--- config.mk ---
export PLATFORM = sky130hd
export DESIGN_NAME = irqc_top
export DESIGN_NICKNAME = d
export VERILOG_FILES = /design/src/rtl/irqc_pkg.sv /design/src/rtl/irqc_source.sv /design/src/rtl/irqc_arbiter.sv /design/src/rtl/irqc_nest_stack.sv /design/src/rtl/irqc_top.sv
export SDC_FILE = /design/constraint.sdc
export NUM_CORES = 1
export LEC_CHECK = 0
export ABC_AREA = 1
export CAP_MARGIN = 20
export CORE_ASPECT_RATIO = 0.5
export CORE_MARGIN = 2
export CORE_UTILIZATION = 39
export CTS_CLUSTER_SIZE = 40
export DETAILED_ROUTE_END_ITERATION = 12
export GPL_TIMING_DRIVEN = 0
export PLACE_DENSITY = 0.56
export SLEW_MARGIN = 20
export SYNTH_ARGS = -nofsm -noshare
export SYNTH_HDL_FRONTEND = slang
export SYNTH_SLANG_ARGS = --single-unit
--- constraint.sdc ---
create_clock -name clk -period 33.6 [get_ports clk]
set_input_delay 5.04 -clock clk [delete_from_list [all_inputs] [get_ports clk]]
set_output_delay 5.04 -clock clk [all_outputs]
set_load 0.05 [all_outputs]
--- src/rtl/irqc_pkg.sv ---
package irqc_pkg;
  localparam int PRIO_W = 4;
  localparam int VEC_W  = 8;
  localparam logic [VEC_W-1:0] SPURIOUS_VEC = 8'hFF;

  typedef struct packed {
    logic              pol;    // 1: active high / rising
    logic              level;  // 1: level sensed, 0: edge sensed
    logic [PRIO_W-1:0] prio;
    logic [VEC_W-1:0]  vec;
  } src_cfg_t;

  localparam src_cfg_t CFG_RESET = '{pol: 1'b0, level: 1'b0, prio: '0, vec: '0};

  function automatic logic [31:0] pack_src(logic mask, logic act, src_cfg_t c);
    return {mask, act, 6'b0, c.pol, c.level, 2'b0, c.prio, 8'b0, c.vec};
  endfunction

  function automatic src_cfg_t unpack_cfg(logic [31:0] w);
    src_cfg_t c;
    c.pol   = w[23];
    c.level = w[22];
    c.prio  = w[19:16];
    c.vec   = w[7:0];
    return c;
  endfunction

  function automatic logic edge_hit(logic pol, logic now, logic prev);
    return pol ? (now & ~prev) : (~now & prev);
  endfunction

  function automatic logic level_hit(logic pol, logic now);
    return now == pol;
  endfunction

  function automatic logic [PRIO_W-1:0] prio_max(logic [PRIO_W-1:0] a, logic [PRIO_W-1:0] b);
    return (a > b) ? a : b;
  endfunction
endpackage

--- src/rtl/irqc_source.sv ---
module irqc_source
  import irqc_pkg::*;
(
  input  logic        clk,
  input  logic        rst_n,
  input  logic        clr,
  input  logic        in_now,
  input  logic        in_prev,
  input  logic        wr_en,
  input  logic [31:0] wdata,
  input  logic        ack_take,
  input  logic        retire,
  output src_cfg_t    cfg,
  output logic        mask,
  output logic        active,
  output logic        in_svc,
  output logic        cand
);
  logic edge_pend;
  logic edge_now;
  logic level_now;
  logic pend;

  assign edge_now  = !cfg.level && !mask && edge_hit(cfg.pol, in_now, in_prev);
  assign level_now = cfg.level && level_hit(cfg.pol, in_now);
  assign pend      = cfg.level ? level_now : edge_pend;
  assign active    = pend | in_svc;
  assign cand      = pend & ~mask & ~in_svc;

  always_ff @(posedge clk or negedge rst_n) begin
    if (!rst_n) begin
      mask      <= 1'b1;
      cfg       <= CFG_RESET;
      edge_pend <= 1'b0;
      in_svc    <= 1'b0;
    end else if (clr) begin
      mask      <= 1'b1;
      cfg       <= CFG_RESET;
      edge_pend <= 1'b0;
      in_svc    <= 1'b0;
    end else begin
      if (wr_en) begin
        mask <= wdata[31];
        if (!active) cfg <= unpack_cfg(wdata);
      end
      if (edge_now)      edge_pend <= 1'b1;
      else if (ack_take) edge_pend <= 1'b0;
      if (ack_take)      in_svc <= 1'b1;
      else if (retire)   in_svc <= 1'b0;
    end
  end

  assert_cfg_frozen_R9: assert property (@(posedge clk) disable iff (!rst_n)
    (wr_en && active && !clr) |=> (cfg == $past(cfg)));

  assert_edge_cleared_R5: assert property (@(posedge clk) disable iff (!rst_n)
    (ack_take && !cfg.level && !edge_now && !clr) |=> !edge_pend);

  assert_ack_in_service_R7: assert property (@(posedge clk) disable iff (!rst_n)
    (ack_take && !clr) |=> in_svc);
endmodule

--- src/rtl/irqc_arbiter.sv ---
module irqc_arbiter
  import irqc_pkg::*;
#(
  parameter int NSRC = 20,
  localparam int IW  = (NSRC > 1) ? $clog2(NSRC) : 1
) (
  input  logic [NSRC-1:0]             cand,
  input  logic [NSRC-1:0][PRIO_W-1:0] prio,
  input  logic [PRIO_W-1:0]           thresh,
  output logic                        win_valid,
  output logic [IW-1:0]               win_idx
);
  logic [PRIO_W-1:0] best;

  // Strict compare keeps the earliest index on ties and enforces prio > thresh.
  always_comb begin
    best      = thresh;
    win_valid = 1'b0;
    win_idx   = '0;
    for (int i = 0; i < NSRC; i++) begin
      if (cand[i] && (prio[i] > best)) begin
        best      = prio[i];
        win_valid = 1'b1;
        win_idx   = IW'(i);
      end
    end
  end
endmodule

--- src/rtl/irqc_nest_stack.sv ---
module irqc_nest_stack #(
  parameter int DEPTH = 16,
  parameter int IW    = 5,
  localparam int AW   = (DEPTH > 1) ? $clog2(DEPTH) : 1,
  localparam int CW   = $clog2(DEPTH + 1)
) (
  input  logic          clk,
  input  logic          rst_n,
  input  logic          clr,
  input  logic          push,
  input  logic [IW-1:0] push_idx,
  input  logic          pop,
  output logic [IW-1:0] top_idx,
  output logic          empty,
  output logic [CW-1:0] count
);
  logic [IW-1:0] mem [DEPTH];
  logic          full;

  assign empty   = (count == '0);
  assign full    = (count == CW'(DEPTH));
  assign top_idx = empty ? '0 : mem[AW'(count - CW'(1))];

  always_ff @(posedge clk or negedge rst_n) begin
    if (!rst_n) begin
      count <= '0;
    end else if (clr) begin
      count <= '0;
    end else if (push && !full) begin
      mem[AW'(count)] <= push_idx;
      count           <= count + CW'(1);
    end else if (pop && !empty) begin
      count <= count - CW'(1);
    end
  end

  assert_no_overflow_R8: assert property (@(posedge clk) disable iff (!rst_n)
    push |-> !full);
endmodule

--- src/rtl/irqc_top.sv ---
module irqc_top
  import irqc_pkg::*;
#(
  parameter int NSRC    = 20,
  parameter int NEST    = 16,
  parameter int RST_CYC = 4,
  localparam int IW     = (NSRC > 1) ? $clog2(NSRC) : 1,
  localparam int RCW    = $clog2(RST_CYC + 1),
  localparam int CW     = $clog2(NEST + 1)
) (
  input  logic            clk,
  input  logic            rst_n,
  input  logic            bus_wr,
  input  logic            bus_rd,
  input  logic [7:0]      bus_addr,
  input  logic [31:0]     bus_wdata,
  output logic [31:0]     bus_rdata,
  input  logic [NSRC-1:0] irq_in,
  output logic            irq_out
);
  localparam logic [7:0] A_GLOBAL = 8'h00;
  localparam logic [7:0] A_TASK   = 8'h01;
  localparam logic [7:0] A_ACK    = 8'h02;
  localparam logic [7:0] A_EOI    = 8'h03;
  localparam logic [7:0] A_SRC    = 8'h20;

  logic [NSRC-1:0] irq_s, irq_d;
  logic [PRIO_W-1:0] task_prio;
  logic mode, busy;
  logic [RCW-1:0] rcnt;

  src_cfg_t [NSRC-1:0] cfg_arr;
  logic [NSRC-1:0][PRIO_W-1:0] prio_arr;
  logic [NSRC-1:0] mask_vec, act_vec, svc_vec, cand_vec, take_vec, retire_vec;

  logic win_valid;
  logic [IW-1:0] win_idx, top_idx;
  logic stk_empty;
  logic [CW-1:0] depth;
  logic [PRIO_W-1:0] svc_prio, thresh, win_prio;
  logic ack_evt, eoi_evt, bus_wr_ok;

  assign bus_wr_ok = bus_wr && !busy;
  assign ack_evt   = bus_rd && (bus_addr == A_ACK) && !busy && win_valid;
  assign eoi_evt   = bus_wr_ok && (bus_addr == A_EOI) && (bus_wdata == 32'd0) && !stk_empty;
  assign svc_prio  = stk_empty ? '0 : prio_arr[top_idx];
  assign thresh    = prio_max(task_prio, svc_prio);
  assign win_prio  = prio_arr[win_idx];
  assign irq_out   = win_valid && !busy;

  always_ff @(posedge clk or negedge rst_n) begin
    if (!rst_n) begin
      irq_s <= '0;
      irq_d <= '0;
    end else begin
      irq_s <= irq_in;
      irq_d <= irq_s;
    end
  end

  always_ff @(posedge clk or negedge rst_n) begin
    if (!rst_n) begin
      task_prio <= 4'hF;
      mode      <= 1'b0;
      busy      <= 1'b0;
      rcnt      <= '0;
    end else if (busy) begin
      task_prio <= 4'hF;
      if (rcnt == '0) busy <= 1'b0;
      else            rcnt <= rcnt - RCW'(1);
    end else if (bus_wr) begin
      if (bus_addr == A_TASK) task_prio <= bus_wdata[3:0];
      if (bus_addr == A_GLOBAL) begin
        mode <= bus_wdata[29];
        if (bus_wdata[31]) begin
          busy <= 1'b1;
          rcnt <= RCW'(RST_CYC - 1);
        end
      end
    end
  end

  for (genvar i = 0; i < NSRC; i++) begin : g_src
    logic wr_i;
    assign wr_i          = bus_wr_ok && (bus_addr == A_SRC + 8'(i));
    assign take_vec[i]   = ack_evt && (win_idx == IW'(i));
    assign retire_vec[i] = eoi_evt && (top_idx == IW'(i));
    assign prio_arr[i]   = cfg_arr[i].prio;

    irqc_source u_src (
      .clk     (clk),
      .rst_n   (rst_n),
      .clr     (busy),
      .in_now  (irq_s[i]),
      .in_prev (irq_d[i]),
      .wr_en   (wr_i),
      .wdata   (bus_wdata),
      .ack_take(take_vec[i]),
      .retire  (retire_vec[i]),
      .cfg     (cfg_arr[i]),
      .mask    (mask_vec[i]),
      .active  (act_vec[i]),
      .in_svc  (svc_vec[i]),
      .cand    (cand_vec[i])
    );
  end

  irqc_arbiter #(.NSRC(NSRC)) u_arb (
    .cand     (cand_vec),
    .prio     (prio_arr),
    .thresh   (thresh),
    .win_valid(win_valid),
    .win_idx  (win_idx)
  );

  irqc_nest_stack #(.DEPTH(NEST), .IW(IW)) u_stk (
    .clk     (clk),
    .rst_n   (rst_n),
    .clr     (busy),
    .push    (ack_evt),
    .push_idx(win_idx),
    .pop     (eoi_evt),
    .top_idx (top_idx),
    .empty   (stk_empty),
    .count   (depth)
  );

  always_comb begin
    bus_rdata = 32'd0;
    if (bus_addr == A_GLOBAL) begin
      bus_rdata = {busy, 1'b0, mode, 29'd0};
    end else if (bus_addr == A_TASK) begin
      bus_rdata = {28'd0, task_prio};
    end else if (bus_addr == A_ACK) begin
      bus_rdata = (win_valid && !busy) ? {24'd0, cfg_arr[win_idx].vec} : {24'd0, SPURIOUS_VEC};
    end else begin
      for (int i = 0; i < NSRC; i++)
        if (bus_addr == A_SRC + 8'(i))
          bus_rdata = pack_src(mask_vec[i], act_vec[i], cfg_arr[i]);
    end
  end

  assert_busy_quiet_R11: assert property (@(posedge clk) disable iff (!rst_n)
    busy |-> !irq_out);

  assert_masked_never_wins_R3: assert property (@(posedge clk) disable iff (!rst_n)
    win_valid |-> !mask_vec[win_idx]);

  assert_above_threshold_R6: assert property (@(posedge clk) disable iff (!rst_n)
    ack_evt |-> (win_prio > task_prio) && (stk_empty || win_prio > svc_prio));

  assert_nest_matches_service_R8: assert property (@(posedge clk) disable iff (!rst_n)
    $countones(svc_vec) == int'(depth));
endmodule

== Word-level counts from Yosys, hierarchy flattened ==
Memories as Yosys holds them, arrays and structs flattened.
Index checks and enable logic that the tools add are counted.

* Bits in registers: 394
* RAM bits: 80
* Memories kept: 1

{| class="wikitable"
|+ Memory list
! name !! words !! width !! rd ports !! clocked after memory_dff !! write ports !! line !! text
|-
| u_stk.mem || 16 || 5 || 1 || 0 || 1 || irqc_nest_stack.sv:17 || <nowiki>logic [IW-1:0] mem [DEPTH];</nowiki>
|}

* Add/sub/neg operators: 3
* Order comparisons: 23
* Equal/unequal tests: 103
* Muxes and demuxes: 368
* Bitwise logic cells: 181
* Reductions and logical operators: 288

{| class="wikitable"
|+ Operators with widths
! cell !! count
|-
| $mux W14 || 60
|-
| $mux W32 || 23
|-
| $mux W1 || 229
|-
| $eq A8 B6 Y1 const B || 20
|-
| $logic_and A1 B1 Y1 || 151
|-
| $mux W4 || 33
|-
| $reduce_bool A3 Y1 || 41
|-
| $gt A4 B4 Y1 || 21
|-
| $not A1 Y1 || 81
|-
| $and A1 B1 Y1 || 80
|-
| $eq A5 B4 Y1 const B || 16
|-
| $bmux W14 S5 || 1
|-
| $reduce_bool A2 Y1 || 24
|-
| $eq A5 B5 Y1 const B || 9
|-
| $logic_not A1 Y1 || 43
|-
| $ne A2 B2 Y1 const B || 21
|-
| $reduce_and A2 Y1 || 21
|-
| $eq A5 B3 Y1 const B || 8
|-
| $mux W5 || 8
|-
| $logic_not A32 Y1 || 1
|-
| $mux W3 || 9
|-
| $bmux W4 S5 || 1
|-
| $eq A1 B1 Y1 || 20
|-
| $eq A5 B2 Y1 const B || 4
|-
| 15 further kinds || 41
|}

== Depth between registers and ports, before layout ==
An unclocked memory read counts as a cell.

* Depth after elaboration: 74
* Depth in mapped cells: 211
* Gate-level depth less buffers: 202

== Hierarchy ==
Synthesis repeated with hierarchy kept, for this count alone.

* Cells, all modules: 4588
* Area total of the unflattened synthesis: 32048.2 µm²

{| class="wikitable"
|+ Modules (own cells, without submodules)
! module !! times used !! cells each !! area each (µm²) !! seq. area each (µm²)
|-
| irqc_source || 20 || 118 || 869.6 || 426.7
|-
| irqc_top || 1 || 1158 || 6623.9 || 1231.2
|-
| irqc_arbiter || 1 || 706 || 4151.5 || 0.0
|-
| irqc_nest_stack || 1 || 364 || 3881.2 || 2527.4
|}

== Worst setup path after synthesis ==
OpenSTA, ideal clock, no wires.

* Kind: reg-to-output
* From: register u_stk.count[0]
* To: output bus_rdata[4]
* Arrival time: 23991 ps
* Data required time: 28560 ps
* Path slack: 4569 ps
* Stages on the path, launching flop included: 200
* Buffers on the path: 10
* Cell sequence: dfrtp_1 buf_4 inv_4 buf_6 buf_4 ha_1 inv_2 buf_4 nand3_1 nand3_1 nand3_2 nand3_4 inv_2 nor2_1 inv_1 clkbuf_1 o22ai_1 o21ai_0 [... 164 more ...] o21ai_0 ha_1 inv_1 nor2_1 o211ai_1 nand2_1 nand3_1 nand2_1 inv_1 nand3_2 nor2_2 inv_2 nor2_1 buf_2 nand2_1 nand2_1 o21ai_1 a21oi_1

* Longest elaborated chain between the ends: 74

{| class="wikitable"
|+ RTL lines
! what !! line !! text
|-
| from (decl) || irqc_nest_stack.sv:15 || <nowiki>output logic [CW-1:0] count</nowiki>
|-
| from (signal assigned) || irqc_nest_stack.sv:31 || <nowiki>count <= count + CW'(1);</nowiki>
|-
| from (signal assigned) || irqc_nest_stack.sv:33 || <nowiki>count <= count - CW'(1);</nowiki>
|-
| $sub A5 B1 Y5 || irqc_nest_stack.sv:22 || <nowiki>assign top_idx = empty ? '0 : mem[AW'(count - CW'(1))];</nowiki>
|-
| $mem_v2 Z16 W5 || n/a ||
|-
| $mux W5 || irqc_nest_stack.sv:22 ||
|-
| $bmux W4 S5 || irqc_top.sv:46 || <nowiki>assign svc_prio = stk_empty ? '0 : prio_arr[top_idx];</nowiki>
|-
| $mux W4 (not written as such) || irqc_top.sv:46 ||
|-
| $mux W4 * || irqc_top.sv:46 ||
|-
| $gt A4 B4 Y1 || irqc_pkg.sv:37 || <nowiki>return (a > b) ? a : b;</nowiki>
|-
| $mux W4 * || irqc_pkg.sv:37 ||
|-
| [... 59 more ...] || n/a ||
|-
| $mux W5 * || irqc_arbiter.sv:21 || <nowiki>if (cand[i] && (prio[i] > best)) begin</nowiki>
|-
| net u_arb.win_idx[2] || irqc_arbiter.sv:11 || <nowiki>output logic [IW-1:0] win_idx</nowiki>
|-
| $bmux W14 S5 * || irqc_top.sv:135 || <nowiki>bus_rdata = (win_valid && !busy) ? {24'd0, cfg_arr[win_idx].vec} : {24'd0, SPURIOUS_VEC};</nowiki>
|-
| $mux W8 (not written as such) * || irqc_top.sv:135 ||
|-
| $mux W8 * || irqc_top.sv:135 ||
|-
| $mux W32 * || irqc_top.sv:134 || <nowiki>end else if (bus_addr == A_ACK) begin</nowiki>
|-
| $mux W32 * || irqc_top.sv:132 || <nowiki>end else if (bus_addr == A_TASK) begin</nowiki>
|-
| $mux W32 * || irqc_top.sv:130 || <nowiki>if (bus_addr == A_GLOBAL) begin</nowiki>
|-
| to (decl) || irqc_top.sv:17 || <nowiki>output logic [31:0] bus_rdata,</nowiki>
|}

The timed path passes the listed nets; every way through them passes the cells marked *. The select of a mux whose other input is x is not followed.

== Worst setup path in the final report ==
* From: register u_stk.count[0]
* To: output bus_rdata[7]

* Longest elaborated chain between the ends: 74

{| class="wikitable"
|+ RTL lines
! what !! line
|-
| $sub A5 B1 Y5 || irqc_nest_stack.sv:22
|-
| $mem_v2 Z16 W5 || n/a
|-
| $mux W5 || irqc_nest_stack.sv:22
|-
| $bmux W4 S5 || irqc_top.sv:46
|-
| $mux W4 (not written as such) || irqc_top.sv:46
|-
| $mux W4 * || irqc_top.sv:46
|-
| $gt A4 B4 Y1 || irqc_pkg.sv:37
|-
| $mux W4 * || irqc_pkg.sv:37
|-
| [... 58 more ...] || n/a
|-
| $logic_and A1 B1 Y1 || irqc_arbiter.sv:21
|-
| $mux W5 || irqc_arbiter.sv:21
|-
| $bmux W14 S5 || irqc_top.sv:135
|-
| $mux W8 (not written as such) || irqc_top.sv:135
|-
| $mux W8 * || irqc_top.sv:135
|-
| $mux W32 * || irqc_top.sv:134
|-
| $mux W32 * || irqc_top.sv:132
|-
| $mux W32 * || irqc_top.sv:130
|}

Every way passes the cells marked *; elsewhere a longest branch is shown, timed or not. The select of a mux whose other input is x is not followed.

==> metrics.md <==
| Metric | Value |
|---|---|
| Die X | `between 300 and 400 microns` |
| DPL Wire Length | `93,960 microns` |
| CP Data Arrival Time | `~26 ns` |
| Final period utilization | `93.37%` |
| Placed Cells | `4,696` |
| Max VDD drop | `32.04 uV` |
| Final setup violating endpoints | `0` |
| Ranking of synthesized cells by area | `dfrtp_1 33%, nand2_1 13%, edfxtp_1 8.6%` |
| Reg power frac | `42.3%` |
| GRT Residual Overflow | `0` |
| Root Buffer | `clkbuf_16` |
| Final #Nets | `3,951` |
| Starting Density | `39.42%` |
| Pleak | `around 0.015 uW` |
| Antenna Nets Post-Route | `0` |
| DR WL/cell | `25.43 microns` |
| Crit path time final | `approximately 31 ns` |
| Metal1 wirelength | `between 50,000 and 60,000 microns` |
| Switching power | `504.3 uW` |
| Clock Skew | `about 0.042 ns` |
| Placed inst area | `0.03029 sq mm` |
| Crit path capture type | `output pin` |
| Vias per inst | `5.830` |
| Clock sink count | `roughly 470` |
| Top-area cell type share of the netlist area | `between 30% and 40%` |
| Crit-path most repeated cell | `nand2_1` |
| Vias in the first global route | `26,232` |
| DRC | `0` |
| Post-Layout Cell Count | `about 4,800` |
| Post-synth top cells | `983 x nand2_1, 462 x o21ai_0, 370 x dfrtp_1` |
| Max H-tree Level | `2` |
| Fill cell count | `7,208` |
| GP Congestion | `between 1 and 1.5` |
| Mapped Cells | `3,636` |
| Mean post-synth cell area | `7.704 sq um` |
| Clock tree buffer depth | `3` |
| Slew @ Worst Pin | `1.197 ns` |
| CTS buffer count | `46` |
| Final hold vios | `0` |
| Final WL | `122,400 microns` |
| Largest net degree at the start of global routing | `95` |
| Met2 WL post-DR | `slightly below 50,000 microns` |
| # hold bufs at CTS | `0` |
| YS warnings | `0` |
| Slowest-stage cell, CP | `dfrtp_1` |
| CTS clock-pin slew for the worst setup and hold paths | `around 0.07 ns` |
| Skew-Pair Late Insertion Delay | `0.64 ns` |
| Core area | `0.07105 sq mm` |
| Asr flop ratio synth | `83.12%` |
| Yosys top cell by area | `dfrtp_1` |
| Rows | `69` |
| First drt pass iteration count | `6` |
| Primary FF master, synth | `dfrtp_1` |
| Critical path class | `reg2out` |
| Critical Path RT | `28.56 ns` |
| Share of layout cells above drive strength 1 | `11.96%` |
| DR vias | `28,073` |
| Critical Path Source Type | `flop` |
| HP Class | `reg2reg` |
| Max-Cap Viols | `0` |
| Uppermost routed layer | `met5` |
| Post-synthesis sequential area ratio | `43.88%` |
| Net Sw Frac | `32.63%` |
| Synth unique cells | `just under 60` |
| Design Area, Final | `0.03252 sq mm` |
| Met3 wire length | `15,660 microns` |
| Yosys reg bits | `between 400 and 500` |
| Count leader, synth | `nand2_1` |
| GRT Total Usage | `32.38%` |
| Critical path fanouts, max | `16` |
| Clock Power Share | `36.3%` |
| P&R area growth vs syn | `16.11%` |
| Initial antenna violation count | `8` |
| Final Max Slew Viols | `0` |
| CTS tree | `built` |
| Fmax | `between 30 and 40 MHz` |
| Comb pwr share | `21.3%` |
| IO Count | `between 90 and 100` |
| P per Cell Area | `47.51 mW/mm^2` |
| Status | `finished clean` |
| Mapped Area | `0.02801 sq mm` |
| Global-route wire length before repair | `175,700 microns` |
| Die ar. | `0.07411 sq mm` |
| Initial DRC count | `3,636` |
| P_int | `1041 uW` |
| Max-slew headroom | `19.91%` |
| Chip height | `193.5 microns` |
| Buffers on Ports | `81` |
| Number of synthesized flops with an enable pin | `80` |
| Critical path's largest stage delay | `0.40 ns` |
sequential cells by signal (all words and copies together), names as in the netlist, 5 cells and up:
signal	cells
g_src.u_src.edge_pend	20
g_src.u_src.in_svc	20
u_stk.mem	80
g_src.u_src.cfg	280
u_stk.count	5
irq_d	20
irq_s	20
g_src.u_src.mask	20
power groups by stage:
stage / Combinational (uW) / Sequential [uW] / Clock (uW)
5_1_grt: 371 / 657 / 584
3_5_place_dp: 308 / 663 / 0
3_3_place_gp: 299 / 663 / 0
2_1_floorplan: 213 / 649 / 0
6_report: 330 / 654 / 561
4_1_cts: 311 / 652 / 564
placed cells by master (no fill, tap or decap), types with 31 or more instances in the layout:
master           instances
ha_1                    65
edfxtp_1                80
clkdlybuf4s50_1         72
a21oi_1                121
nand2_1                980
dfrtp_1                370
inv_1                  312
o22ai_1                 38
nand2_2                 46
a221oi_1                36
clkbuf_16               47
nand4_1                 47
clkbuf_1               104
nor2_1                 217
buf_6                   31
o21ai_0                431
nand3_1                255
buf_4                   65
o21ai_1                 60
final cells by class:
type / instances / area [sq um] / share of cell area [%]
multi-input combinational: 2657 / 13880 / 42.69
clock inverter: 18 / 240.2 / 0.7386
inverter: 348 / 1340 / 4.120
buffer: 170 / 1033 / 3.178
clock buffer: 64 / 1290 / 3.966
timing repair buffer: 123 / 1240 / 3.812
tap: 958 / 1199 / 3.685
sequential: 474 / 12290 / 37.79
antenna: 3 / 7.507 / 0.02308
final timing paths:
kind	start	to	slack (ns)	cells past startpoint
setup / recovery	u_stk.count[0]	bus_rdata[7]	2.23	198
setup reg to reg	u_stk.count[0]	u_stk.mem[12][2]	7.11	200
hold / removal	irq_s[17]	irq_d[17]	0.40	0
min in group asynchronous	rst_n	g_src[4].u_src.cfg[2]	4.35	1
max in group asynchronous	rst_n	g_src[10].u_src.cfg[9]	27.83	3
hold reg to reg	irq_s[17]	irq_d[17]	0.40	0
layer usage:
metal	up-vias	GRT usage (%)
met5	-	0
met4	6	9.843
met3	216	9.216
met2	1537	45.58
met1	13706	47.67
li1	12608	-
stage by stage:
step                utilization [%]   TNS (ns)  total power, uW  hold WS [ns]  setup slack (ns)
floorplan                         -          0            862.0        0.3666             4.569
global placement              42.33     -10.37            962.3        0.3775            -1.431
detailed placement            42.63     -7.063            970.6        0.3847           -0.9505
CTS                           44.91          0             1527        0.3994          0.009106
global route                  45.77  -0.001091             1612        0.4221         -0.001091
finish                        45.78          0             1545        0.3987             2.229
logic make-up (layout without fill, tap and decap cells):
kind of cell / after synthesis / after routing / share of synthesized area [%]
other: 1 / 18 / 0.01339
buffers and inverters: 519 / 723 / 8.009
adders and majority gates: 67 / 67 / 2.993
and+or+nand+nor: 1734 / 1734 / 27.82
xor gates and xnor gates: 4 / 4 / 0.1251
DFF: 474 / 474 / 43.88
AOI/OAI and AO/OA: 837 / 837 / 17.16
critical path, delay by kind of cell (launching register included):
family / cells / cell delay (ns)
adder cells (fa/ha/maj): 22 / 6.95
buffers and inverters: 43 / 3.62
flip-flops: 1 / 0.40
AO/OA/AOI/OAI: 46 / 5.80
AND/OR/NAND/NOR: 87 / 8.82
repair_timing:
action,in CTS,in global routing
gates resized for setup,43,158
endpoints found under the setup margin,9,9
setup buffers,2,32
pin swaps,1,47
Power figures use the tool's default switching activity.
